--- src/rtl/spi_sub_pkg.sv ---
package spi_sub_pkg;
  localparam int ADDR_W = 2;

  localparam logic [ADDR_W-1:0] ADDR_TX   = 2'd0;
  localparam logic [ADDR_W-1:0] ADDR_RX   = 2'd1;
  localparam logic [ADDR_W-1:0] ADDR_STAT = 2'd2;
  localparam logic [ADDR_W-1:0] ADDR_CFG  = 2'd3;

  localparam int ST_TXE  = 0;
  localparam int ST_RXF  = 1;
  localparam int ST_OVR  = 2;
  localparam int ST_DONE = 3;

  localparam int CFG_BYP  = 0;
  localparam int CFG_ISEL = 1;

  // control -> datapath
  typedef struct packed {
    logic load;
    logic sample;
    logic shift;
  } dpStrobe_t;

  // datapath -> control
  typedef struct packed {
    logic sclkRise;
    logic sclkFall;
    logic selStart;
    logic selActive;
  } dpEvent_t;
endpackage

--- src/rtl/spi_sub_dp.sv ---
module spi_sub_dp
  import spi_sub_pkg::*;
#(
  parameter int DATA_W      = 8,
  parameter int SYNC_STAGES = 2
) (
  input  logic              clk,
  input  logic              rstN,
  input  logic              bypass,
  input  logic              sclkPin,
  input  logic              mosiPin,
  input  logic              ssNPin,
  input  dpStrobe_t         strobe,
  input  logic [DATA_W-1:0] txData,
  output dpEvent_t          evt,
  output logic [DATA_W-1:0] rxWord,
  output logic              misoBit,
  output logic              misoOe
);
  // pin bundle order: {sclk, mosi, ssN}
  localparam int PIN_N = 3;
  localparam logic [PIN_N-1:0] PIN_IDLE = 3'b001;

  logic [PIN_N-1:0] pinRaw;
  logic [PIN_N-1:0] pinSel;
  logic [PIN_N-1:0] syncQ [SYNC_STAGES];

  assign pinRaw = {sclkPin, mosiPin, ssNPin};

  for (genvar g = 0; g < SYNC_STAGES; g++) begin : gSync
    always_ff @(posedge clk or negedge rstN) begin
      if (!rstN) syncQ[g] <= PIN_IDLE;
      else if (g == 0) syncQ[g] <= pinRaw;
      else syncQ[g] <= syncQ[(g > 0) ? g-1 : 0];
    end
  end

  assign pinSel = bypass ? pinRaw : syncQ[SYNC_STAGES-1];

  logic sclkNow, mosiNow, ssNNow;
  assign {sclkNow, mosiNow, ssNNow} = pinSel;

  logic sclkPrev, ssLive;
  always_ff @(posedge clk or negedge rstN) begin
    if (!rstN) begin
      sclkPrev <= 1'b0;
      ssLive   <= 1'b0;
    end else begin
      sclkPrev <= sclkNow;
      ssLive   <= !ssNNow;
    end
  end

  assign evt.selActive = ssLive;
  assign evt.selStart  = !ssNNow && !ssLive;
  assign evt.sclkRise  = ssLive && !ssNNow && sclkNow && !sclkPrev;
  assign evt.sclkFall  = ssLive && !ssNNow && !sclkNow && sclkPrev;

  logic [DATA_W-1:0] txShift, rxShift;

  always_ff @(posedge clk or negedge rstN) begin
    if (!rstN) txShift <= '0;
    else if (strobe.load) txShift <= txData;
    else if (strobe.shift) txShift <= {txShift[DATA_W-2:0], 1'b0};
  end

  assign rxWord = {rxShift[DATA_W-2:0], mosiNow};

  always_ff @(posedge clk or negedge rstN) begin
    if (!rstN) rxShift <= '0;
    else if (evt.selStart) rxShift <= '0;
    else if (strobe.sample) rxShift <= rxWord;
  end

  assign misoBit = txShift[DATA_W-1];
  assign misoOe  = ssLive;
endmodule

--- src/rtl/spi_sub_ctrl.sv ---
module spi_sub_ctrl
  import spi_sub_pkg::*;
#(
  parameter int DATA_W = 8
) (
  input  logic              clk,
  input  logic              rstN,
  input  logic [ADDR_W-1:0] busAddr,
  input  logic              busWrEn,
  input  logic              busRdEn,
  input  logic [DATA_W-1:0] busWrData,
  output logic [DATA_W-1:0] busRdData,
  input  dpEvent_t          evt,
  input  logic [DATA_W-1:0] rxWord,
  output dpStrobe_t         strobe,
  output logic [DATA_W-1:0] txData,
  output logic              cfgBypass,
  output logic              irq
);
  localparam int CNT_W = $clog2(DATA_W);
  localparam logic [CNT_W-1:0] LAST_BIT = CNT_W'(DATA_W - 1);

  logic [CNT_W-1:0]  bitCnt;
  logic [DATA_W-1:0] txBuf, rxBuf;
  logic txEmpty, rxFull, ovrFlag, doneFlag, donePulse;
  logic cfgIntSel;
  logic byteDone;
  logic txWr, rxAcc, statRd, cfgWr;

  assign txWr   = busWrEn && busAddr == ADDR_TX;
  assign rxAcc  = (busWrEn || busRdEn) && busAddr == ADDR_RX;
  assign statRd = busRdEn && busAddr == ADDR_STAT;
  assign cfgWr  = busWrEn && busAddr == ADDR_CFG;

  assign byteDone      = evt.sclkRise && bitCnt == LAST_BIT;
  assign strobe.sample = evt.sclkRise;
  assign strobe.load   = evt.selStart || byteDone;
  assign strobe.shift  = evt.sclkFall && bitCnt != '0;
  assign txData        = txBuf;

  always_ff @(posedge clk or negedge rstN) begin
    if (!rstN) bitCnt <= '0;
    else if (!evt.selActive || evt.selStart) bitCnt <= '0;
    else if (evt.sclkRise) bitCnt <= (bitCnt == LAST_BIT) ? '0 : bitCnt + 1'b1;
  end

  always_ff @(posedge clk or negedge rstN) begin
    if (!rstN) begin
      txBuf     <= '0;
      txEmpty   <= 1'b1;
      rxBuf     <= '0;
      rxFull    <= 1'b0;
      ovrFlag   <= 1'b0;
      doneFlag  <= 1'b0;
      donePulse <= 1'b0;
      cfgBypass <= 1'b0;
      cfgIntSel <= 1'b0;
    end else begin
      if (txWr) begin
        txBuf   <= busWrData;
        txEmpty <= 1'b0;
      end else if (byteDone) begin
        txEmpty <= 1'b1;
      end

      if (byteDone && !rxFull) begin
        rxBuf  <= rxWord;
        rxFull <= 1'b1;
      end else if (rxAcc) begin
        rxFull <= 1'b0;
      end

      if (byteDone && rxFull) ovrFlag <= 1'b1;
      else if (statRd) ovrFlag <= 1'b0;

      if (byteDone) doneFlag <= 1'b1;
      else if (statRd) doneFlag <= 1'b0;

      donePulse <= byteDone && !doneFlag;

      if (cfgWr) begin
        cfgBypass <= busWrData[CFG_BYP];
        cfgIntSel <= busWrData[CFG_ISEL];
      end
    end
  end

  assign irq = cfgIntSel ? donePulse : txEmpty;

  always_comb begin
    busRdData = '0;
    unique case (busAddr)
      ADDR_TX:   busRdData = '0;
      ADDR_RX:   busRdData = rxBuf;
      ADDR_STAT: begin
        busRdData[ST_TXE]  = txEmpty;
        busRdData[ST_RXF]  = rxFull;
        busRdData[ST_OVR]  = ovrFlag;
        busRdData[ST_DONE] = doneFlag;
      end
      default: begin
        busRdData[CFG_BYP]  = cfgBypass;
        busRdData[CFG_ISEL] = cfgIntSel;
      end
    endcase
  end
endmodule

--- src/rtl/spi_sub_port.sv ---
module spi_sub_port
  import spi_sub_pkg::*;
#(
  parameter int DATA_W      = 8,
  parameter int SYNC_STAGES = 2
) (
  input  logic              clk,
  input  logic              rstN,
  input  logic [ADDR_W-1:0] busAddr,
  input  logic              busWrEn,
  input  logic              busRdEn,
  input  logic [DATA_W-1:0] busWrData,
  output logic [DATA_W-1:0] busRdData,
  input  logic              spiSclk,
  input  logic              spiMosi,
  input  logic              spiSsN,
  output logic              spiMiso,
  output logic              spiMisoOe,
  output logic              irq
);
  dpEvent_t          evt;
  dpStrobe_t         strobe;
  logic [DATA_W-1:0] rxWord, txData;
  logic              cfgBypass;

  spi_sub_ctrl #(.DATA_W(DATA_W)) uCtrl (
    .clk(clk), .rstN(rstN),
    .busAddr(busAddr), .busWrEn(busWrEn), .busRdEn(busRdEn),
    .busWrData(busWrData), .busRdData(busRdData),
    .evt(evt), .rxWord(rxWord), .strobe(strobe), .txData(txData),
    .cfgBypass(cfgBypass), .irq(irq)
  );

  spi_sub_dp #(.DATA_W(DATA_W), .SYNC_STAGES(SYNC_STAGES)) uDp (
    .clk(clk), .rstN(rstN), .bypass(cfgBypass),
    .sclkPin(spiSclk), .mosiPin(spiMosi), .ssNPin(spiSsN),
    .strobe(strobe), .txData(txData), .evt(evt), .rxWord(rxWord),
    .misoBit(spiMiso), .misoOe(spiMisoOe)
  );
endmodule

--- config.mk ---
export PLATFORM = sky130hd
export DESIGN_NAME = spi_sub_port
export DESIGN_NICKNAME = d
export VERILOG_FILES = /design/src/rtl/spi_sub_pkg.sv /design/src/rtl/spi_sub_dp.sv /design/src/rtl/spi_sub_ctrl.sv /design/src/rtl/spi_sub_port.sv
export SDC_FILE = /design/constraint.sdc
export NUM_CORES = 1
export LEC_CHECK = 0
export BUFFER_PORTS_ARGS = -buffer_cell sky130_fd_sc_hd__buf_2
export CAP_MARGIN = 10
export CELL_PAD_IN_SITES_DETAIL_PLACEMENT = 1
export CELL_PAD_IN_SITES_GLOBAL_PLACEMENT = 1
export CORE_MARGIN = 1.5
export CORE_UTILIZATION = 30
export DETAILED_ROUTE_END_ITERATION = 8
export PLACE_DENSITY = 0.67
export SYNTH_ARGS = -nofsm -noshare
export SYNTH_HDL_FRONTEND = slang
export SYNTH_SLANG_ARGS = --single-unit
--- constraint.sdc ---
create_clock -name clk -period 2.2 [get_ports clk]
set_input_delay 0.66 -clock clk [delete_from_list [all_inputs] [get_ports clk]]
set_output_delay 0.66 -clock clk [all_outputs]
set_load 0.02 [all_outputs]
==> results of run 1 <==
## critical path, delay by kind of cell
| family | cells | cell delay [ps] |
|---|---|---|
| buffers and inverters | 4 | 440 |
| adders and majority gates | 1 | 260 |
| and+or+nand+nor | 1 | 120 |
## cell usage after synthesis (2+ instances only)
cell type  count
a21oi_1        2
nand3_1        8
clkbuf_1       3
dfstp_2        3
ha_1           8
o21ai_0       18
nand2b_1       2
and2_1         4
a31oi_1        7
buf_2          2
a22oi_1        4
nor2_1         5
nor3_1         7
nand2_1       25
mux2_2        18
mux2i_1        4
inv_1         10
dfrtp_1       46
nor2b_1        2
## per-layer routing
metal / up-vias / global-route usage / share of wire / wire, µm
met2: 18 / 0.210 / 0.49 / 2280
met1: 777 / 0.189 / 0.47 / 2200
met4: 0 / 0.0469 / 0.016 / 73
met3: 5 / 0.0170 / 0.018 / 85
li1: 742 / - / - / -
met5: - / 0 / 0 / 0
## worst max-delay path by stage
stage,start,to,slack [ps],cells past startpoint
6_report,busAddr[1],busRdData[2],40,6
5_1_grt,busAddr[0],busRdData[0],-20,5
4_1_cts,busAddr[1],busRdData[2],-10,6
3_5_place_dp,busAddr[1],busRdData[0],-50,6
3_3_place_gp,busAddr[0],busRdData[0],-30,6
2_1_floorplan,busAddr[1],busRdData[0],20,4
## power breakdown
part,internal [W],switching [W],total [W]
clock network,0.000370,0.000297,0.000667
logic,0.000154,0.000190,0.000344
registers,0.00101,0.0000726,0.00109
total,0.00154,0.000559,0.00210
## registers in the layout (all words and copies together), names as in the netlist, 3 cells and up
| name | cells |
|---|---|
| uCtrl.bitCnt | 3 |
| uCtrl.rxBuf | 8 |
| uCtrl.txData | 8 |
| uDp.rxShift | 7 |
| uDp.syncQ | 6 |
| uDp.txShift | 8 |
## final cells by class
type                       count  area [µm²]  share of cell area
inverter                      10        37.5              0.0141
sequential                    49        1230               0.461
clock buffer                   6        82.6              0.0310
clock inverter                 2        37.5              0.0141
timing repair buffer          41         254              0.0952
tap                           96         120              0.0450
multi-input combinational    124         906               0.340
## metrics by stage
step / setup slack, ps / power [W] / setup TNS [ps]
3_3_place_gp: -32.6 / 0.00143 / -57.4
3_5_place_dp: -47.4 / 0.00144 / -245
6_report: 44.1 / 0.00210 / 0
2_1_floorplan: 16.1 / 0.00130 / 0
5_1_grt: -21.2 / 0.00221 / -38.7
4_1_cts: -12.4 / 0.00211 / -34.5
## kinds of logic after synthesis
group,after synthesis
AOI/OAI and AO/OA,37
adders and majority gates,8
buffers and inverters,17
DFF,49
muxes,23
and+or+nand+nor,56
==> flow_summary.yaml, run 1 <==
detailed_routing:
  vias: 1542
  wl_per_cell_um: 14.1
  via_per_inst: 4.70
  dr.pass1.iters: 4
  drc: 0
  drt-total-wl_um: 4640
  antenna_left: 0
  drt_iter0_markers: 89
logic_synthesis:
  synth_compound_area_frac: 0.104
  yosysTopAreaCellShare: 0.531
  synth-main-ff-cell: "dfrtp_1"
  postSynthAreaPerCell_um2: 11.4
  synth_area_leader_cell: "dfrtp_1"
  async_flop_share: 1.00
  synthCells: 190
  ys_ff_latch: 49
  synth_nets: 215
  synthAdderAreaFrac: 0.0462
  synth_edf_count: 0
  yosysWarnings: 0
  synth_top_family_by_area: "simple AND/OR/NAND/NOR gates"
  yosys-top-cells-area: "dfrtp_1 53%, mux2_2 9.3%, ha_1 4.6%, nand2_1 4.3%, o21ai_0 4.2%"
  syn_area_um2: 2170
  synth-simple-area-share: 0.128
  yosysSeqAreaShare: 0.567
  synth-xor-area-share: 0
  synth_mux_area_frac: 0.119
  synthDistinctLibCells: 31
sta:
  slew_headroom: 0.657
  fmax_mhz: 464
  hold_ws_ps: 323
  post-route-min-period_ps: 2160
  rsz0062_at_grt: "true"
  drv_slew: 0
  setup_viol: 0
  tightest_slew_ps: 514
  hold_viol_final: 0
  fin_crit_sh: 0.980
  skew_ps: 6.28
power_and_ir_drop:
  vdd_drop_max_v: 0.000526
  cellLeakagePower_nw: 1.21
  power_density_nw_per_um2: 786
global_route:
  antenna_found_initial: 0
  grtUsageTotal: 0.133
  grt_first_pass_wirelength_um: 7960
  grt_pass1_vias: 1588
  grt_max_degree: 25
  globalRoute.totalOverflow: 0
setup_path:
  required_ps: 1540
  crit_path_frequent_cell: "buf_4"
  crit_slowest_cell: "ha_4"
  critPathLaunchType: "input pin"
  crit_fanout: 3
  r2r-end: "uCtrl.rxBuf[5]"
  rr_worst_depth: 5
  timing.rr.start: "uCtrl.cfgBypass"
  crit_path_end_kind: "output port"
  worstPathCellList: "buf_4 -> inv_2 -> buf_4 -> ha_4 -> nor2b_1 -> buf_4"
  r2r_slack_ps: 360
  arrival_ps: 1500
  max_stage_delay_ps: 260
  criticalPathCategory: "input pin to output port"
layout:
  final_util: 0.386
  final_cell_area_um2: 2670
  nFillCells: 787
  nets: 256
  antenna_cells: 0
  area_growth_pct: 23.0
  final_cell_mix: "46 x dfrtp_1, 25 x nand2_1, 23 x buf_2, 18 x mux2_2, 17 x buf_4"
  finalNonFillerCells: 328
  drive_gt1_frac: 0.345
  final_common_cell: "dfrtp_1"
outcome:
  status: "finished clean"
cts:
  cts_tree: "done"
  clock_sinks: 49
  clk_pin_slew_ps: 90
  cts_resized: 3
  clockRootBuffer: "clkbuf_8"
  post_cts_buffers: 0
  cts_hold_buf: 0
  cts_buffer_depth: 2
  clock_latency_ps: 300
  htreeDepth: 2
  cts_buffers: 5
floorplanning:
  rows: 30
  io_pins: 28
  die_w_um: 88.0
  initial_utilization: 0.314
  dieHeight_um: 88.0
  core-area_um2: 6910
  die_area_um2: 7750
placement:
  post-place-cells: 320
  gp_congestion: 0.746
  io_buffers: 27
  hpwl_um: 3460
  postPlaceCellArea_um2: 2490
min_path:
  hp-class: "input pin to async pin"
flow_run:
  max_cap_viol_count: 0
(Power assumes the default switching activity.)
==> inputs of run 2 (changes only) <==
--- a/constraint.sdc
+++ b/constraint.sdc
@@ -3,2 +3,2 @@
 set_output_delay 0.66 -clock clk [all_outputs]
-set_load 0.02 [all_outputs]
+set_load 0.05 [all_outputs]
==> flow_summary.yaml, run 2 (synthesis gave the netlist of run 1 again) <==
outcome:
  status: "finished clean"
cts:
  cts_buffer_depth: 2
  clock_latency_ps: 300
  clock_sinks: 49
  cts_tree: "done"
  clockRootBuffer: "clkbuf_8"
  clk_pin_slew_ps: 90
  cts_buffers: 5
  htreeDepth: 2
global_route:
  globalRoute.totalOverflow: 0
  grt_pass1_vias: 1645
  grt_first_pass_wirelength_um: 8470
  antenna_found_initial: 0
  grtUsageTotal: 0.145
  grt_max_degree: 50
sta:
  setup_ws_ps: 25.8
  tightest_slew_ps: 334
  post-route-min-period_ps: 2170
  skew_ps: 7.42
  drv_slew: 0
  setup_viol: 0
  fin_crit_sh: 0.988
  slew_headroom: 0.771
  hold_viol_final: 0
  rsz0062_at_grt: "false"
  tns_ps: 0
  fmax_mhz: 460
floorplanning:
  die_area_um2: 7750
  io_pins: 28
  initial_utilization: 0.314
  core-area_um2: 6910
  rows: 30
  die_w_um: 88.0
  dieHeight_um: 88.0
layout:
  final_cell_area_um2: 2800
  antenna_cells: 0
  finalNonFillerCells: 331
  final_common_cell: "dfrtp_1"
  area_growth_pct: 29.3
  nets: 259
  drive_gt1_frac: 0.383
  final_cell_mix: "46 x dfrtp_1, 25 x nand2_1, 21 x buf_2, 18 x mux2_2, 16 x o21ai_0"
power_and_ir_drop:
  power_density_nw_per_um2: 799
  p_total_w: 0.00224
  vdd_drop_max_v: 0.000393
  cellLeakagePower_nw: 1.26
detailed_routing:
  antenna_left: 0
  vias: 1586
  via_per_inst: 4.79
  drt-total-wl_um: 5170
  dr.pass1.iters: 4
  wl_per_cell_um: 15.6
  drt_iter0_markers: 88
  drc: 0
setup_path:
  criticalPathCategory: "input pin to output port"
  crit_path_end_kind: "output port"
  arrival_ps: 1510
  crit_family: "buffers and inverters"
  r2r-end: "uCtrl.rxBuf[4]"
  max_stage_delay_ps: 180
  crit_path_frequent_cell: "buf_6"
  timing.rr.start: "uCtrl.cfgBypass"
  cp_num_buf_inv: 4
  required_ps: 1540
  critPathLaunchType: "input pin"
  crit_slowest_cell: "ha_4"
  worstPathCellList: "buf_6 -> inv_6 -> ha_4 -> buf_6 -> a22oi_2 -> nor2b_2 -> buf_6"
  r2r_slack_ps: 340
  crit_fanout: 4
  rr_worst_depth: 5
min_path:
  hp-class: "input pin to async pin"
flow_run:
  max_cap_viol_count: 0
placement:
  gp_congestion: 0.727
  postPlaceCellArea_um2: 2510
  post-place-cells: 319
  io_buffers: 27
  post-place-ws_ps: -125
  hpwl_um: 3460
## run 2: cell types whose count changed in the layout (fill, tap and decap cells not counted), sizes merged
cell      change
clkinv        +1
clkbuf        -1
clkinvlp      -1
bufinv        +1
buf           +3
## run 2: through the flow
stage,util,hold slack [ps]
2_1_floorplan,-,331
3_3_place_gp,0.363,336
3_5_place_dp,0.363,337
4_1_cts,0.395,335
5_1_grt,0.406,324
6_report,0.406,317
## run 2: worst max-delay path by stage
| stage | startpoint | end | slack, ps | depth (start not counted) |
|---|---|---|---|---|
| after global placement | busAddr[1] | busRdData[1] | -90 | 7 |
| after global routing | busAddr[1] | busRdData[2] | 5 | 7 |
| after detailed placement | busAddr[1] | busRdData[1] | -130 | 7 |
| after CTS | busAddr[0] | busRdData[2] | 0.09 | 5 |
| after floorplan | busAddr[1] | busRdData[0] | 30 | 4 |
| final | busAddr[1] | busRdData[2] | 30 | 7 |
## run 2: power breakdown
group	total, W	internal (W)	switching [W]
clock	0.000749	0.000451	0.000298
sequential	0.00109	0.00101	0.0000744
combinational	0.000404	0.000172	0.000232
total	0.00224	0.00164	0.000604
## run 2: layer usage
metal,wire length (µm),part of all wire,vias to the layer above,track usage
met1,2370,0.46,809,0.192
met4,82,0.016,0,0.0511
met2,2590,0.50,26,0.236
li1,-,-,746,-
met5,0,0,-,0
met3,138,0.027,5,0.0283
## run 2: repair_timing
action	4_1_cts	5_1_grt
resized for setup	20	13
pin swaps	2	5
setup buffers	1	4
setup endpoints to repair	8	8
hold buffers	0	0
## run 2: final cells by class
type / count / area [µm²]
tap: 96 / 120
clock inverter: 3 / 65.1
multi-input combinational: 124 / 948
sequential: 49 / 1230
timing repair buffer: 44 / 325
clock buffer: 5 / 68.8
fill: 785 / 4100
inverter: 10 / 45.0
## run 2: worst register-to-register path: cells and delay by family, from the launching register on
family                 cells  cell delay [ps]
buffers and inverters      1              210
and+or+nand+nor            2              340
DFF                        1              490
muxes                      2              710
